$ cat config.mk
export PLATFORM = sky130hd
export DESIGN_NAME = tmr16_byte_bridge
export DESIGN_NICKNAME = d
export VERILOG_FILES = /design/src/rtl/tmr16_pkg.sv /design/src/rtl/tmr16_bytereg.sv /design/src/rtl/tmr16_match_flag.sv /design/src/rtl/tmr16_bus_port.sv /design/src/rtl/tmr16_byte_bridge.sv
export SDC_FILE = /design/constraint.sdc
export NUM_CORES = 1
export LEC_CHECK = 0
export BUFFER_PORTS_ARGS = -buffer_cell sky130_fd_sc_hd__buf_2
export CAP_MARGIN = 20
export CELL_PAD_IN_SITES_DETAIL_PLACEMENT = 1
export CELL_PAD_IN_SITES_GLOBAL_PLACEMENT = 1
export CORE_UTILIZATION = 51
export CTS_CLUSTER_SIZE = 8
export DETAILED_ROUTE_END_ITERATION = 6
export PLACE_DENSITY_LB_ADDON = 0.1
export SETUP_SLACK_MARGIN = 0.2
export SYNTH_ARGS = -nofsm -noshare
export SYNTH_HDL_FRONTEND = slang
export SYNTH_SLANG_ARGS = --single-unit
$ cat constraint.sdc
create_clock -name clk -period 3.8 [get_ports clk]
set_clock_uncertainty 0.1 [all_clocks]
set_input_delay 0.38 -clock clk [delete_from_list [all_inputs] [get_ports clk]]
set_output_delay 0.38 -clock clk [all_outputs]
set_load 0.05 [all_outputs]
$ cat src/rtl/tmr16_pkg.sv
package tmr16_pkg;
  localparam int AW = 3;
  localparam logic [AW-1:0] A_CNT_HI = 3'd0;
  localparam logic [AW-1:0] A_CNT_LO = 3'd1;
  localparam logic [AW-1:0] A_CMP_HI = 3'd2;
  localparam logic [AW-1:0] A_CMP_LO = 3'd3;
  localparam logic [AW-1:0] A_STAT   = 3'd4;
  localparam logic [AW-1:0] A_CKSTP  = 3'd5;
  typedef logic [1:0] bmask_t;
endpackage

$ cat src/rtl/tmr16_bytereg.sv
module tmr16_bytereg #(
  parameter int DW = 8,
  parameter int NB = 2,
  parameter logic [NB*DW-1:0] INIT = '0,
  parameter bit HAS_INC = 1'b0
) (
  input  logic            clk,
  input  logic            rst_n,
  input  logic [NB-1:0]   we,
  input  logic [NB*DW-1:0] wval,
  input  logic            inc_en,
  output logic [NB*DW-1:0] q
);
  localparam int W = NB * DW;

  logic [W-1:0]  nxt_inc;
  logic [DW-1:0] b_q [NB];
  logic          any_we;

  assign any_we = |we;

  if (HAS_INC) begin : g_inc
    assign nxt_inc = q + W'(1);
  end else begin : g_hold
    assign nxt_inc = q;
  end

  for (genvar g = 0; g < NB; g++) begin : g_byte
    always_ff @(posedge clk or negedge rst_n) begin
      if (!rst_n)                b_q[g] <= INIT[g*DW +: DW];
      else if (we[g])            b_q[g] <= wval[g*DW +: DW];
      else if (!any_we && inc_en) b_q[g] <= nxt_inc[g*DW +: DW];
    end
    assign q[g*DW +: DW] = b_q[g];
  end
endmodule

$ cat src/rtl/tmr16_match_flag.sv
module tmr16_match_flag #(
  parameter int CW = 16
) (
  input  logic          clk,
  input  logic          rst_n,
  input  logic          run,
  input  logic [CW-1:0] cnt_q,
  input  logic [CW-1:0] cmp_q,
  input  logic          clr,
  output logic          flag_q
);
  logic hit;
  assign hit = run && (cnt_q == cmp_q);

  always_ff @(posedge clk or negedge rst_n) begin
    if (!rst_n) flag_q <= 1'b0;
    else        flag_q <= hit | (flag_q & ~clr);
  end
endmodule

$ cat src/rtl/tmr16_bus_port.sv
module tmr16_bus_port
  import tmr16_pkg::*;
#(
  parameter int DW = 8,
  parameter int STBY_BIT = 2
) (
  input  logic            clk,
  input  logic            rst_n,
  input  logic            mode16,
  input  logic            acc_en,
  input  logic            acc_wr,
  input  logic [AW-1:0]   acc_addr,
  input  logic [DW-1:0]   acc_wdata,
  output logic [DW-1:0]   acc_rdata,
  input  logic [2*DW-1:0] cnt_q,
  input  logic [2*DW-1:0] cmp_q,
  input  logic            flag_q,
  output logic            run,
  output logic [DW-1:0]   temp_q,
  output bmask_t          cnt_we,
  output bmask_t          cmp_we,
  output logic [2*DW-1:0] wval,
  output logic            flag_clr
);
  localparam int CW = 2 * DW;

  logic [DW-1:0] ckstp_q;
  logic wr, rd, wok, hi_wr16, cap_rd16;

  assign wr  = acc_en & acc_wr;
  assign rd  = acc_en & ~acc_wr;
  assign run = ckstp_q[STBY_BIT];
  assign wok = wr & run;

  assign hi_wr16  = wok & mode16 & ((acc_addr == A_CNT_HI) | (acc_addr == A_CMP_HI));
  assign cap_rd16 = rd & mode16 & (acc_addr == A_CNT_HI);

  always_comb begin
    cnt_we   = 2'b00;
    cmp_we   = 2'b00;
    flag_clr = 1'b0;
    wval     = mode16 ? {temp_q, acc_wdata} : {acc_wdata, acc_wdata};
    if (wok) begin
      case (acc_addr)
        A_CNT_HI: cnt_we = mode16 ? 2'b00 : 2'b10;
        A_CNT_LO: cnt_we = mode16 ? 2'b11 : 2'b01;
        A_CMP_HI: cmp_we = mode16 ? 2'b00 : 2'b10;
        A_CMP_LO: cmp_we = mode16 ? 2'b11 : 2'b01;
        A_STAT:   flag_clr = ~acc_wdata[0];
        default:  ;
      endcase
    end
  end

  always_ff @(posedge clk or negedge rst_n) begin
    if (!rst_n)        temp_q <= '0;
    else if (hi_wr16)  temp_q <= acc_wdata;
    else if (cap_rd16) temp_q <= cnt_q[DW-1:0];
  end

  always_ff @(posedge clk or negedge rst_n) begin
    if (!rst_n)                          ckstp_q <= '1;
    else if (wr && acc_addr == A_CKSTP) ckstp_q <= acc_wdata;
  end

  always_comb begin
    acc_rdata = '0;
    if (rd) begin
      case (acc_addr)
        A_CNT_HI: acc_rdata = cnt_q[CW-1:DW];
        A_CNT_LO: acc_rdata = mode16 ? temp_q : cnt_q[DW-1:0];
        A_CMP_HI: acc_rdata = cmp_q[CW-1:DW];
        A_CMP_LO: acc_rdata = cmp_q[DW-1:0];
        A_STAT:   acc_rdata = {{(DW-1){1'b0}}, flag_q};
        A_CKSTP:  acc_rdata = ckstp_q;
        default:  acc_rdata = '0;
      endcase
    end
  end
endmodule

$ cat src/rtl/tmr16_byte_bridge.sv
module tmr16_byte_bridge
  import tmr16_pkg::*;
#(
  parameter int DW = 8,
  parameter int STBY_BIT = 2
) (
  input  logic          clk,
  input  logic          rst_n,
  input  logic          mode16,
  input  logic          acc_en,
  input  logic          acc_wr,
  input  logic [2:0]    acc_addr,
  input  logic [DW-1:0] acc_wdata,
  output logic [DW-1:0] acc_rdata,
  input  logic          cnt_tick,
  output logic          match_flag
);
  localparam int CW = 2 * DW;
  localparam logic [CW-1:0] CNT_INIT = '0;
  localparam logic [CW-1:0] CMP_INIT = '1;

  logic [CW-1:0] cnt_q, cmp_q, wval;
  logic [DW-1:0] temp_q;
  bmask_t        cnt_we, cmp_we;
  logic          run, flag_clr;

  tmr16_bus_port #(.DW(DW), .STBY_BIT(STBY_BIT)) u_port (
    .clk(clk), .rst_n(rst_n), .mode16(mode16),
    .acc_en(acc_en), .acc_wr(acc_wr), .acc_addr(acc_addr),
    .acc_wdata(acc_wdata), .acc_rdata(acc_rdata),
    .cnt_q(cnt_q), .cmp_q(cmp_q), .flag_q(match_flag),
    .run(run), .temp_q(temp_q), .cnt_we(cnt_we), .cmp_we(cmp_we),
    .wval(wval), .flag_clr(flag_clr)
  );

  tmr16_bytereg #(.DW(DW), .NB(2), .INIT(CNT_INIT), .HAS_INC(1'b1)) u_cnt (
    .clk(clk), .rst_n(rst_n), .we(cnt_we), .wval(wval),
    .inc_en(cnt_tick & run), .q(cnt_q)
  );

  tmr16_bytereg #(.DW(DW), .NB(2), .INIT(CMP_INIT), .HAS_INC(1'b0)) u_cmp (
    .clk(clk), .rst_n(rst_n), .we(cmp_we), .wval(wval),
    .inc_en(1'b0), .q(cmp_q)
  );

  tmr16_match_flag #(.CW(CW)) u_match (
    .clk(clk), .rst_n(rst_n), .run(run), .cnt_q(cnt_q), .cmp_q(cmp_q),
    .clr(flag_clr), .flag_q(match_flag)
  );
endmodule

Word level (Yosys, flattened, before mapping)
Index checks and enable logic that the tools add are counted.
{"block": "word_totals", "ff_bits": 49, "input_bits": 17, "out_inout_bits": 9, "elab_cells": 55}
{"block": "op_classes", "add_sub_neg": 1, "eq_ne": 6, "mux": 18, "bitwise_logic": 14, "reduce_logical": 9}
{"operator": "$mux W8", "count": 8}
{"operator": "$pmux W8 S6", "count": 1}
{"operator": "$add A16 B1 Y16 const B", "count": 1}
{"operator": "$eq A16 B16 Y1", "count": 1}
{"operator": "$mux W16", "count": 1}
{"operator": "$and A1 B1 Y1", "count": 9}
{"operator": "$mux W2", "count": 4}
{"operator": "$pmux W2 S2", "count": 2}
{"operator": "$eq A3 B2 Y1 const B", "count": 2}
{"operator": "$eq A3 B3 Y1 const B", "count": 2}
{"operator": "$reduce_bool A2 Y1", "count": 3}
{"operator": "$eq A3 B1 Y1 const B", "count": 1}
{"operator": "$logic_and A1 B1 Y1", "count": 3}
{"operator": "$logic_not A3 Y1", "count": 1}
{"operator": "$not A1 Y1", "count": 3}
{"operator": "$mux W1", "count": 2}
{"operator": "$or A1 B1 Y1", "count": 2}
{"operator": "$reduce_or A2 Y1", "count": 1}
{"operator": "$logic_not A1 Y1", "count": 1}

Depth between registers and ports, before layout
Gate-level depths: netlist of run 1.
{"block": "logic_depth", "ltp_word": 8, "ltp_mapped": 8, "mapped_depth_nobuf": 6}

Cells and area by module
Synthesis of run 1 repeated with hierarchy kept, for this count alone.
{"block": "unflattened", "cells_unflattened": 321, "area_unflattened_um2": 3294.4}
{"mod": "tmr16_bus_port", "n_inst": 1, "cells_each": 158, "area_per_inst_um2": 1427.6, "seq_area_each_um2": 410.4}
{"mod": "tmr16_bytereg (u_cnt)", "n_inst": 1, "cells_each": 102, "area_per_inst_um2": 958.4, "seq_area_each_um2": 400.4}
{"mod": "tmr16_bytereg (u_cmp)", "n_inst": 1, "cells_each": 34, "area_per_inst_um2": 683.2, "seq_area_each_um2": 420.4}
{"mod": "tmr16_match_flag", "n_inst": 1, "cells_each": 25, "area_per_inst_um2": 215.2, "seq_area_each_um2": 25.0}
{"mod": "tmr16_byte_bridge", "n_inst": 1, "cells_each": 2, "area_per_inst_um2": 10.0, "seq_area_each_um2": 0.0}

Worst setup path after synthesis of run 1
OpenSTA, ideal clock, no wires.
{"block": "synth_timing", "path_type": "input-to-output", "start": "input acc_addr[0]", "end": "output acc_rdata[5]", "t_arrival_ns": 1.965, "slack_ns": 1.355, "stages": 4, "n_path_buf": 2, "path_cell_list": "buf_2 -> buf_2 -> a221oi_1 -> nor3_1"}
{"block": "synth_via", "elab_chain_cells": 3}
{"item": "start, declared", "line": "tmr16_byte_bridge.sv:12", "source": "input logic [2:0] acc_addr,"}
{"item": "$eq A3 B3 Y1 (tied with other cells)", "line": "tmr16_bus_port.sv:69", "source": "case (acc_addr)"}
{"item": "$pmux W8 S6 (*)", "line": "tmr16_bus_port.sv:69"}
{"item": "$mux W8 (*)", "line": "tmr16_bus_port.sv:68", "source": "if (rd) begin"}
{"item": "end, declared", "line": "tmr16_byte_bridge.sv:14", "source": "output logic [DW-1:0] acc_rdata,"}
Every way passes the cells marked *; elsewhere a longest branch is shown, timed or not.

Worst setup path after layout of run 1
{"block": "layout_timing", "start": "input mode16", "end": "output acc_rdata[0]"}
{"block": "layout_via", "elab_chain_cells": 3}
{"item": "start, declared", "line": "tmr16_byte_bridge.sv:9", "source": "input logic mode16,"}
{"item": "$mux W8", "line": "tmr16_bus_port.sv:71", "source": "A_CNT_LO: acc_rdata = mode16 ? temp_q : cnt_q[DW-1:0];"}
{"item": "$pmux W8 S6", "line": "tmr16_bus_port.sv:69"}
{"item": "$mux W8", "line": "tmr16_bus_port.sv:68"}
Every way passes these cells.

==> flow_metrics.py, run 1 <==
metrics = {
    "logic_synthesis": {
        "synthTopCellsByArea": "dfstp_2, dfrtp_1, mux2i_1",
        "synthCells": 327,
        "synth_top_area_share_pct": 19.72,
        "yosysTopAreaCell": "dfstp_2",
        "async_flop_share_pct": 100.0,
        "synth_edf_count": 0,
        "ys_seq_elements": 49,
        "syn_area_per_cell_um2": 9.780,
        "ys_seq_area_share_pct": 39.28,
        "yosysWarningCount": 0,
        "syn-cell-area_um2": 3198,
        "ys_types": 54,
        "syn_nets": 345,
        "synth-main-ff-cell": "dfrtp_1",
    },
    "timing": {
        "fin_crit_sh_pct": 68.52,
        "whs_ps": 274.5,
        "slew_headroom_pct": 53.94,
        "worstMarginPinSlew_ps": 688.6,
        "rsz0062_at_grt": "no",
        "finalSetupTns_ps": 0,
        "setup_violations": 0,
        "fmax_mhz": 384.0,
        "min_period_ps": 2604,
        "report.final.slew_viol_count": 0,
        "setup_ws_ps": 1196,
        "finalHoldViolCount": 0,
    },
    "worst_setup_path": {
        "crit_type": "in2out",
        "start_kind": "input pin",
        "ff2ff_setup_slack_ps": 1560,
        "crit_required_ps": 3320,
        "r2r_end": "u_cnt.q[5]$_DFFE_PN0P_",
        "crit_fanout": 21,
        "r2r_cells": 5,
        "end_kind": "output pin",
        "crit_arrival_ps": 2120,
        "cp-startpoint": "mode16",
        "rr_startpoint": "u_port.ckstp_q[2]$_DFFE_PN1P_",
    },
    "grt": {
        "grt_usage_pct": 31.19,
        "grt_pass1_vias": 2708,
        "grt_overflow": 0,
        "grt_first_pass_wirelength_um": 15020,
        "antenna_found_initial": 0,
        "grt_start_max_net_pins": 45,
    },
    "route": {
        "wl_met2_um": 4370,
        "drt_pass1_iterations": 4,
        "initialDrtViolationCount": 219,
        "ant_nets": 0,
        "wl_met1_um": 4380,
        "routed_wl_um": 9378,
        "avgRoutedWirePerCell_um": 22.60,
        "routed.top_layer": "met4",
        "route.detailed.drc": 0,
        "wl_met3_um": 530,
        "vias_per_cell": 6.390,
        "dr_total_vias": 2652,
    },
    "finish": {
        "mostFrequentLayoutCells": "nor2_1, mux2i_1, buf_2, dfrtp_1",
        "layout_commonest_cell": "nor2_1",
        "nNetsFinal": 357,
        "fin_util_pct": 56.98,
        "syn_to_final_growth_pct": 6.729,
        "final-seq-area_um2": 1256,
        "antenna_cells": 0,
        "multiInputGateArea_um2": 1795,
        "fill_cells": 671,
        "final_cells": 415,
        "drive_gt1_share_pct": 25.59,
    },
    "min_path": {
        "hold_class": "in2reg",
        "holdPathStages": 3,
        "hp-start": "acc_wdata[1]",
        "min_to": "u_cmp.q[9]$_DFFE_PN1P_",
    },
    "floorplan": {
        "core-area_um2": 5991,
        "start_util_pct": 53.38,
        "die_x_um": 81.19,
        "rows": 28,
        "design.die.area_um2": 6591,
        "die_y_um": 81.19,
        "ios": 26,
    },
    "clocking": {
        "ctsLongestPathBuffers": 2,
        "worstSkewPairLatency_ps": 300,
        "ctsHtreeMaxLevel": 2,
        "cts.sinks": 49,
        "cts_made_buffers": 5,
        "path_clk_slew_ps": 90,
        "cts_setup_buffers": 0,
        "cts_root_buf": "clkbuf_8",
        "cts_tree": "yes",
    },
    "power_and_ir_drop": {
        "max-vdd-ir-drop_mv": 0.3469,
        "p_leak_nw": 1.504,
        "power_density_nw_per_um2": 578.8,
    },
    "place": {
        "gp_congestion": 0.8643,
        "hpwl_um": 6705,
        "post-place-ws_ps": 1237,
        "dpl.cell_count": 405,
        "portBuffers": 25,
    },
    "status": {
        "status": "completed",
    },
    "job": {
        "maxCapViolCount": 0,
    },
}
[stage by stage]
stage / instance area [um2] / power (mW)
2_1_floorplan: 3198 / 1.418
3_3_place_gp: 3293 / 1.609
3_5_place_dp: 3293 / 1.644
4_1_cts: 3383 / 1.971
5_1_grt: 3413 / 2.089
6_report: 3413 / 1.975
[layer usage]
layer	up-vias	track usage [%]
met5	-	0
met4	0	6.071
met3	9	3.820
met2	76	50.67
met1	1359	44.57
li1	1208	-
[synthesized netlist by cell type (2+ instances only)]
library cell   n
nor2_1        34
mux2i_1       30
dfrtp_1       25
dfstp_2       24
xor2_1        24
nand2_1       23
mux2_2        18
a21oi_1       17
o21ai_0       16
buf_2         15
a31oi_1        8
nand4_1        8
and3_1         7
nor3_1         6
o21ai_1        5
and4_1         4
clkbuf_1       4
inv_1          4
nand3_1        4
nor4_1         4
a22o_1         3
buf_6          3
o22a_1         3
a311oi_1       2
and2_1         2
nand2b_1       2
nor2b_1        2
o211ai_1       2
o21a_1         2
xnor2_1        2
[cell families (layout without fill, tap and decap cells)]
group / count (synthesis) / in the layout / synth area share (%)
AND/OR/NAND/NOR: 106 / 106 / 17.25
AO/OA/AOI/OAI: 69 / 69 / 14.95
multiplexers: 49 / 49 / 16.43
flip-flops: 49 / 49 / 39.28
buffers and inverters: 27 / 40 / 4.577
XOR/XNOR: 26 / 26 / 7.121
adder cells (fa/ha/maj): 1 / 1 / 0.3912
[layout make-up]
cell class | instances | share of cell area [%]
Multi-Input combinational cell | 251 | 52.60
Sequential cell | 49 | 36.80
Timing Repair Buffer | 28 | 4.765
Tap cell | 75 | 2.749
Clock buffer | 8 | 2.639
Inverter | 4 | 0.4399
[state kept, by name, summed over array words and instances (netlist names)]
register / count
u_port.temp_q: 8
u_cmp.q: 16
u_match.flag_q: 1
u_port.ckstp_q: 8
u_cnt.q: 16
[worst max path at each step]
stage / end / slack (ps) / cells after the start
2_1_floorplan: acc_rdata[5] / 1350 / 4
3_3_place_gp: acc_rdata[0] / 1260 / 6
3_5_place_dp: acc_rdata[0] / 1240 / 6
4_1_cts: acc_rdata[0] / 1210 / 6
5_1_grt: acc_rdata[0] / 1140 / 6
6_report: acc_rdata[0] / 1200 / 6
[what timing repair did]
action                                 4_1_cts  5_1_grt
resized for setup                            0        0
endpoints found under the hold margin        0        6
hold buffers                                 0        1
[worst max-delay path, stage by stage]
cell and delay (ps):
buf_2 440, mux2_2 400, mux4_2 460, a21oi_1 160
nor2_1 50, buf_2 230
[power breakdown]
group / leakage, nW / switching, mW / internal, mW / total (mW)
Sequential: 0.551 / 0.275 / 0.736 / 1.01
Clock: 0.0455 / 0.174 / 0.149 / 0.323
Combinational: 0.908 / 0.348 / 0.293 / 0.640
Total: 1.50 / 0.798 / 1.18 / 1.98
Power figures use the tool's default switching activity.
==> run 2: changes to the inputs <==
--- a/config.mk
+++ b/config.mk
@@ -9,7 +9,7 @@
 export CAP_MARGIN = 20
 export CELL_PAD_IN_SITES_DETAIL_PLACEMENT = 1
 export CELL_PAD_IN_SITES_GLOBAL_PLACEMENT = 1
-export CORE_UTILIZATION = 51
+export CORE_UTILIZATION = 47
 export CTS_CLUSTER_SIZE = 8
 export DETAILED_ROUTE_END_ITERATION = 6
 export PLACE_DENSITY_LB_ADDON = 0.1
==> constraint.sdc (replaced) <==
create_clock -name clk -period 2.4 [get_ports clk]
set_clock_uncertainty 0.1 [all_clocks]
set_input_delay 0.24 -clock clk [delete_from_list [all_inputs] [get_ports clk]]
set_output_delay 0.24 -clock clk [all_outputs]
set_load 0.05 [all_outputs]
==> run 2 against run 1 <==
Effect of this change:
- the run now ends with DRC left
- die area is 8.3% higher
- global-route usage is 2.9 points lower
- utilization is 2.4 points lower
- largest cell class unchanged
- total power is 63% higher
==> flow_metrics.py, run 2 (synthesis results as in run 1) <==
metrics = {
    "grt": {
        "grt_pass1_vias": 2699,
        "grt_usage_pct": 28.24,
        "grt_start_max_net_pins": 50,
        "grt_first_pass_wirelength_um": 15240,
        "antenna_found_initial": 0,
        "grt_overflow": 0,
    },
    "timing": {
        "finalHoldViolCount": 0,
        "whs_ps": 128.8,
        "slew_headroom_pct": 57.00,
        "fmax_mhz": 463.0,
        "rsz0062_at_grt": "yes",
        "worstMarginPinSlew_ps": 645.0,
        "fin_crit_sh_pct": 90.00,
        "setup_violations": 0,
        "min_period_ps": 2160,
        "report.final.slew_viol_count": 0,
        "finalSetupTns_ps": 0,
    },
    "clocking": {
        "cts_tree": "yes",
        "worstSkewPairLatency_ps": 310,
        "path_clk_slew_ps": 100,
        "cts.sinks": 49,
        "ctsHtreeMaxLevel": 2,
        "ctsLongestPathBuffers": 2,
        "cts_made_buffers": 5,
        "cts_root_buf": "clkbuf_8",
    },
    "status": {
        "status": "finished, violations left",
        "violations": "DRC",
    },
    "worst_setup_path": {
        "cp_slowest_cell": "mux4_2",
        "crit_fanout": 2,
        "critPathBufInv": 1,
        "crit_type": "reg2out",
        "crit_required_ps": 2060,
        "cp_cell_sequence": "mux2_4 > mux4_2 > a21oi_2 > nor2_2 > buf_6",
        "start_kind": "flip-flop",
        "crit_arrival_ps": 1820,
        "slowest_delay_ps": 470,
        "end_kind": "output pin",
        "cp_top_family": "multiplexers",
    },
    "route": {
        "route.detailed.drc": 2,
        "routed_wl_um": 9650,
        "dr_total_vias": 2664,
        "drt_pass1_iterations": 6,
        "avgRoutedWirePerCell_um": 22.44,
        "initialDrtViolationCount": 196,
        "ant_nets": 0,
        "vias_per_cell": 6.195,
    },
    "finish": {
        "antenna_cells": 0,
        "mostFrequentLayoutCells": "nor2_1, mux2i_1, xor2_1, dfstp_2",
        "nNetsFinal": 370,
        "layout_commonest_cell": "nor2_1",
        "drive_gt1_share_pct": 29.75,
        "design_area_um2": 3526,
        "syn_to_final_growth_pct": 10.25,
    },
    "place": {
        "portBuffers": 25,
        "place_area_um2": 3386,
        "hpwl_um": 7168,
        "gp_congestion": 0.8693,
    },
    "job": {
        "maxCapViolCount": 0,
    },
    "floorplan": {
        "ios": 26,
        "start_util_pct": 49.52,
        "rows": 29,
        "die_y_um": 84.49,
        "design.die.area_um2": 7139,
        "die_x_um": 84.49,
        "core-area_um2": 6459,
    },
    "power_and_ir_drop": {
        "p_seq_share_pct": 48.3,
        "p_sw_share_pct": 40.57,
        "power_density_nw_per_um2": 913.6,
        "power.switching_mw": 1.307,
        "finalPower_mw": 3.221,
        "max-vdd-ir-drop_mv": 0.4714,
        "combPwrFrac_pct": 35.3,
        "intPower_mw": 1.914,
        "pwr-share-clk_pct": 16.4,
        "p_leak_nw": 1.568,
    },
    "min_path": {
        "hold_class": "in2reg",
    },
}
-- run 2: cell types whose count changed in the layout (fill, tap and decap cells not counted), sizes merged --
cell      before  now
buf           27   40
clkbuf         8    7
clkinvlp       0    1
-- run 2: worst paths after layout --
| kind | endpoint | slack, ps | cells past startpoint | startpoint |
|---|---|---|---|---|
| setup / recovery | acc_rdata[0] | 240 | 5 | u_cnt.q[0]$_DFFE_PN0P_ |
| hold / removal | u_cmp.q[9]$_DFFE_PN1P_ | 130 | 3 | acc_wdata[1] |
| setup reg to reg | u_cnt.q[5]$_DFFE_PN0P_ | 380 | 5 | u_port.ckstp_q[2]$_DFFE_PN1P_ |
| hold reg to reg | u_port.temp_q[3]$_DFFE_PN0P_ | 410 | 2 | u_port.temp_q[3]$_DFFE_PN0P_ |
| max in group asynchronous | u_cnt.q[5]$_DFFE_PN0P_ | 1250 | 3 | rst_n |
| min in group asynchronous | u_cnt.q[12]$_DFFE_PN0P_ | 470 | 3 | rst_n |
-- run 2: power groups by stage --
stage	logic [mW]	clock network (mW)	registers, mW
finish	1.14	0.528	1.56
floorplan	0.878	0	1.37
global route	1.23	0.566	1.60
global placement	1.05	0	1.56
detailed placement	1.08	0	1.57
CTS	1.10	0.546	1.55
-- run 2: layout make-up --
cell class | count | area (um2)
clock buffers | 7 | 86.33
clock inverters | 1 | 7.507
fillers | 755 | 2933
inverters | 4 | 15.01
multi-input cells | 251 | 1805
flip-flops and latches | 49 | 1259
well taps | 77 | 96.34
repair buffers | 41 | 256.5
-- run 2: metal layers --
metal	routed length [um]	GRT usage (%)	up-vias	part of all wire (%)
li1	-	-	1233	-
met1	4617	40.85	1341	48
met2	4437	44.94	76	46
met3	451	3.835	14	4.7
met4	144	6.780	0	1.5
met5	0	0	-	0
-- run 2: stage by stage --
| step | setup WS, ps | util (%) | cells |
|---|---|---|---|
| floorplan | 234.7 | - | 327 |
| global placement | 286.5 | 52.42 | 419 |
| detailed placement | 264.4 | 52.42 | 419 |
| CTS | 200.5 | 54.24 | 429 |
| global route | 125.6 | 54.59 | 430 |
| finish | 240.0 | 54.59 | 430 |
-- run 2: worst register-to-register path: cells and delay by family, from the launching register on --
family / cells / cell delay [ps]
simple gates: 3 / 960
xor+xnor: 1 / 160
compound gates: 1 / 90
flops: 1 / 590
-- run 2: what timing repair did --
| item | CTS | global route |
|---|---|---|
| setup buffers | 1 | 1 |
| endpoints found under the hold margin | 25 | 0 |
| endpoints found under the setup margin | 1 | 5 |
| hold buffers | 1 | 0 |
| pin swaps | 0 | 1 |
| resized for setup | 2 | 8 |
==> run 3: changes to the inputs <==
--- a/config.mk
+++ b/config.mk
@@ -12,7 +12,7 @@
 export CORE_UTILIZATION = 47
 export CTS_CLUSTER_SIZE = 8
 export DETAILED_ROUTE_END_ITERATION = 6
-export PLACE_DENSITY_LB_ADDON = 0.1
+export PLACE_DENSITY_LB_ADDON = 0.12
 export SETUP_SLACK_MARGIN = 0.2
 export SYNTH_ARGS = -nofsm -noshare
 export SYNTH_HDL_FRONTEND = slang
==> run 3 against run 2 <==
Effect of this change:
- the run still ends with DRC left
- global-route usage is 1.6 points higher
- design area is 0.46% higher
- setup slack worse by 8.5 ps
- utilization is 0.25 points higher
- combinational power is 4% higher
- clock power is 2% lower
- sequential share of layout area is 0.13 points lower
- flip-flop and latch count stayed put
- routed wire length is 1.7% higher
- non-clock buffer count is 2 higher
- highest routed layer unchanged
==> flow_metrics.py, run 3 (synthesis results as in run 1) <==
metrics = {
    "power_and_ir_drop": {
        "p_leak_nw": 1.574,
        "max-vdd-ir-drop_mv": 0.5140,
        "finalPower_mw": 3.251,
        "power_density_nw_per_um2": 917.8,
    },
    "floorplan": {
        "die_x_um": 84.49,
        "ios": 26,
        "design.die.area_um2": 7139,
        "start_util_pct": 49.52,
        "core-area_um2": 6459,
        "rows": 29,
        "die_y_um": 84.49,
    },
    "finish": {
        "drive_gt1_share_pct": 29.86,
        "design_area_um2": 3542,
        "fill_cells": 740,
        "antenna_cells": 0,
        "layout_commonest_cell": "nor2_1",
        "mostFrequentLayoutCells": "nor2_1, mux2i_1, xor2_1, dfstp_2, nand2_1",
        "syn_to_final_growth_pct": 10.76,
        "nNetsFinal": 372,
    },
    "timing": {
        "finalHoldViolCount": 0,
        "setup_violations": 0,
        "rsz0062_at_grt": "yes",
        "whs_ps": 138.6,
        "slew_headroom_pct": 56.85,
        "min_period_ps": 2169,
        "report.final.slew_viol_count": 0,
        "worstMarginPinSlew_ps": 647.2,
        "fmax_mhz": 461.1,
        "fin_crit_sh_pct": 90.36,
        "finalSetupTns_ps": 0,
    },
    "min_path": {
        "min_to": "u_cmp.q[6]$_DFFE_PN1P_",
        "hold_class": "in2reg",
        "hp-start": "acc_wdata[6]",
        "holdPathStages": 2,
    },
    "job": {
        "maxCapViolCount": 0,
    },
    "worst_setup_path": {
        "end_kind": "output pin",
        "crit_required_ps": 2060,
        "ff2ff_setup_slack_ps": 350,
        "crit_type": "reg2out",
        "start_kind": "flip-flop",
        "crit_arrival_ps": 1830,
        "rr_startpoint": "u_port.ckstp_q[2]$_DFFE_PN1P_",
        "r2r_cells": 6,
        "r2r_end": "u_cnt.q[3]$_DFFE_PN0P_",
        "crit_fanout": 2,
    },
    "route": {
        "ant_nets": 0,
        "route.detailed.drc": 7,
        "dr_total_vias": 2713,
        "initialDrtViolationCount": 143,
        "avgRoutedWirePerCell_um": 22.71,
        "drt_pass1_iterations": 6,
        "vias_per_cell": 6.280,
        "routed_wl_um": 9812,
    },
    "grt": {
        "grt_first_pass_wirelength_um": 16310,
        "antenna_found_initial": 0,
        "grt_pass1_vias": 2837,
        "grt_start_max_net_pins": 50,
        "grt_usage_pct": 29.82,
        "grt_overflow": 0,
    },
    "clocking": {
        "ctsLongestPathBuffers": 2,
        "ctsHtreeMaxLevel": 2,
        "cts_tree": "yes",
        "cts_root_buf": "clkbuf_8",
        "path_clk_slew_ps": 100,
        "cts.sinks": 49,
        "cts_made_buffers": 5,
        "worstSkewPairLatency_ps": 310,
    },
    "status": {
        "status": "finished, violations left",
        "violations": "DRC",
    },
    "place": {
        "gp_congestion": 0.8239,
        "place_area_um2": 3371,
        "hpwl_um": 7174,
        "portBuffers": 25,
    },
}
-- run 3: how the worst max path moves through the flow --
| stage | from | endpoint | slack (ps) | depth (start not counted) |
|---|---|---|---|---|
| after CTS | u_cnt.q[0]$_DFFE_PN0P_ | acc_rdata[0] | 210 | 5 |
| final | u_cnt.q[0]$_DFFE_PN0P_ | acc_rdata[0] | 230 | 5 |
| after floorplan | acc_addr[0] | acc_rdata[5] | 230 | 4 |
| after global placement | mode16 | u_port.temp_q[3]$_DFFE_PN0P_ | 320 | 6 |
| after global routing | u_cnt.q[5]$_DFFE_PN0P_ | acc_rdata[5] | 140 | 5 |
| after detailed placement | mode16 | u_port.temp_q[4]$_DFFE_PN0P_ | 170 | 6 |
-- run 3: where the power goes --
part	internal (mW)	total [mW]	leakage, nW	switching (mW)
Combinational	0.534	1.18	0.980	0.643
Sequential	1.17	1.56	0.548	0.384
Clock	0.236	0.518	0.0455	0.282
Total	1.94	3.25	1.57	1.31
-- run 3: cell type report --
cell class              instances  area (um2)  area share, %
clock buffers                   8       90.09          2.543
inverters                       4       15.01         0.4239
well taps                      77       96.34          2.720
repair buffers                 43       277.8          7.842
multi-input cells             251        1803          50.90
flip-flops and latches         49        1260          35.57
-- run 3: stage by stage --
stage / worst slack (ps) / utilization (%) / cells
6_report: 231.4 / 54.84 / 432
4_1_cts: 208.1 / 54.18 / 428
2_1_floorplan: 234.7 / - / 327
3_3_place_gp: 315.1 / 52.19 / 417
3_5_place_dp: 171.8 / 52.19 / 417
5_1_grt: 144.5 / 54.84 / 432
-- run 3: layer usage --
| layer | GRT usage, % | part of all wire, % | up-vias |
|---|---|---|---|
| li1 | - | - | 1238 |
| met1 | 45.40 | 46 | 1376 |
| met2 | 45.45 | 46 | 90 |
| met3 | 3.441 | 6.5 | 9 |
| met4 | 7.088 | 1.3 | 0 |
| met5 | 0 | 0 | - |
-- run 3: what timing repair did --
item | in CTS | in global routing
gates cloned | 0 | 0
endpoints found under the hold margin | 25 | 0
gates resized for setup | 6 | 5
endpoints found under the setup margin | 4 | 7
buffers inserted | 2 | 4
hold buffers | 1 | 0
pin swaps | 0 | 1
-- run 3: critical path, cell delays in order, from the launching register on --
cell and delay, ps:
dfrtp_1 390, mux2_4 270, mux4_2 490, a21oi_2 140
nor2_1 60, buf_6 170
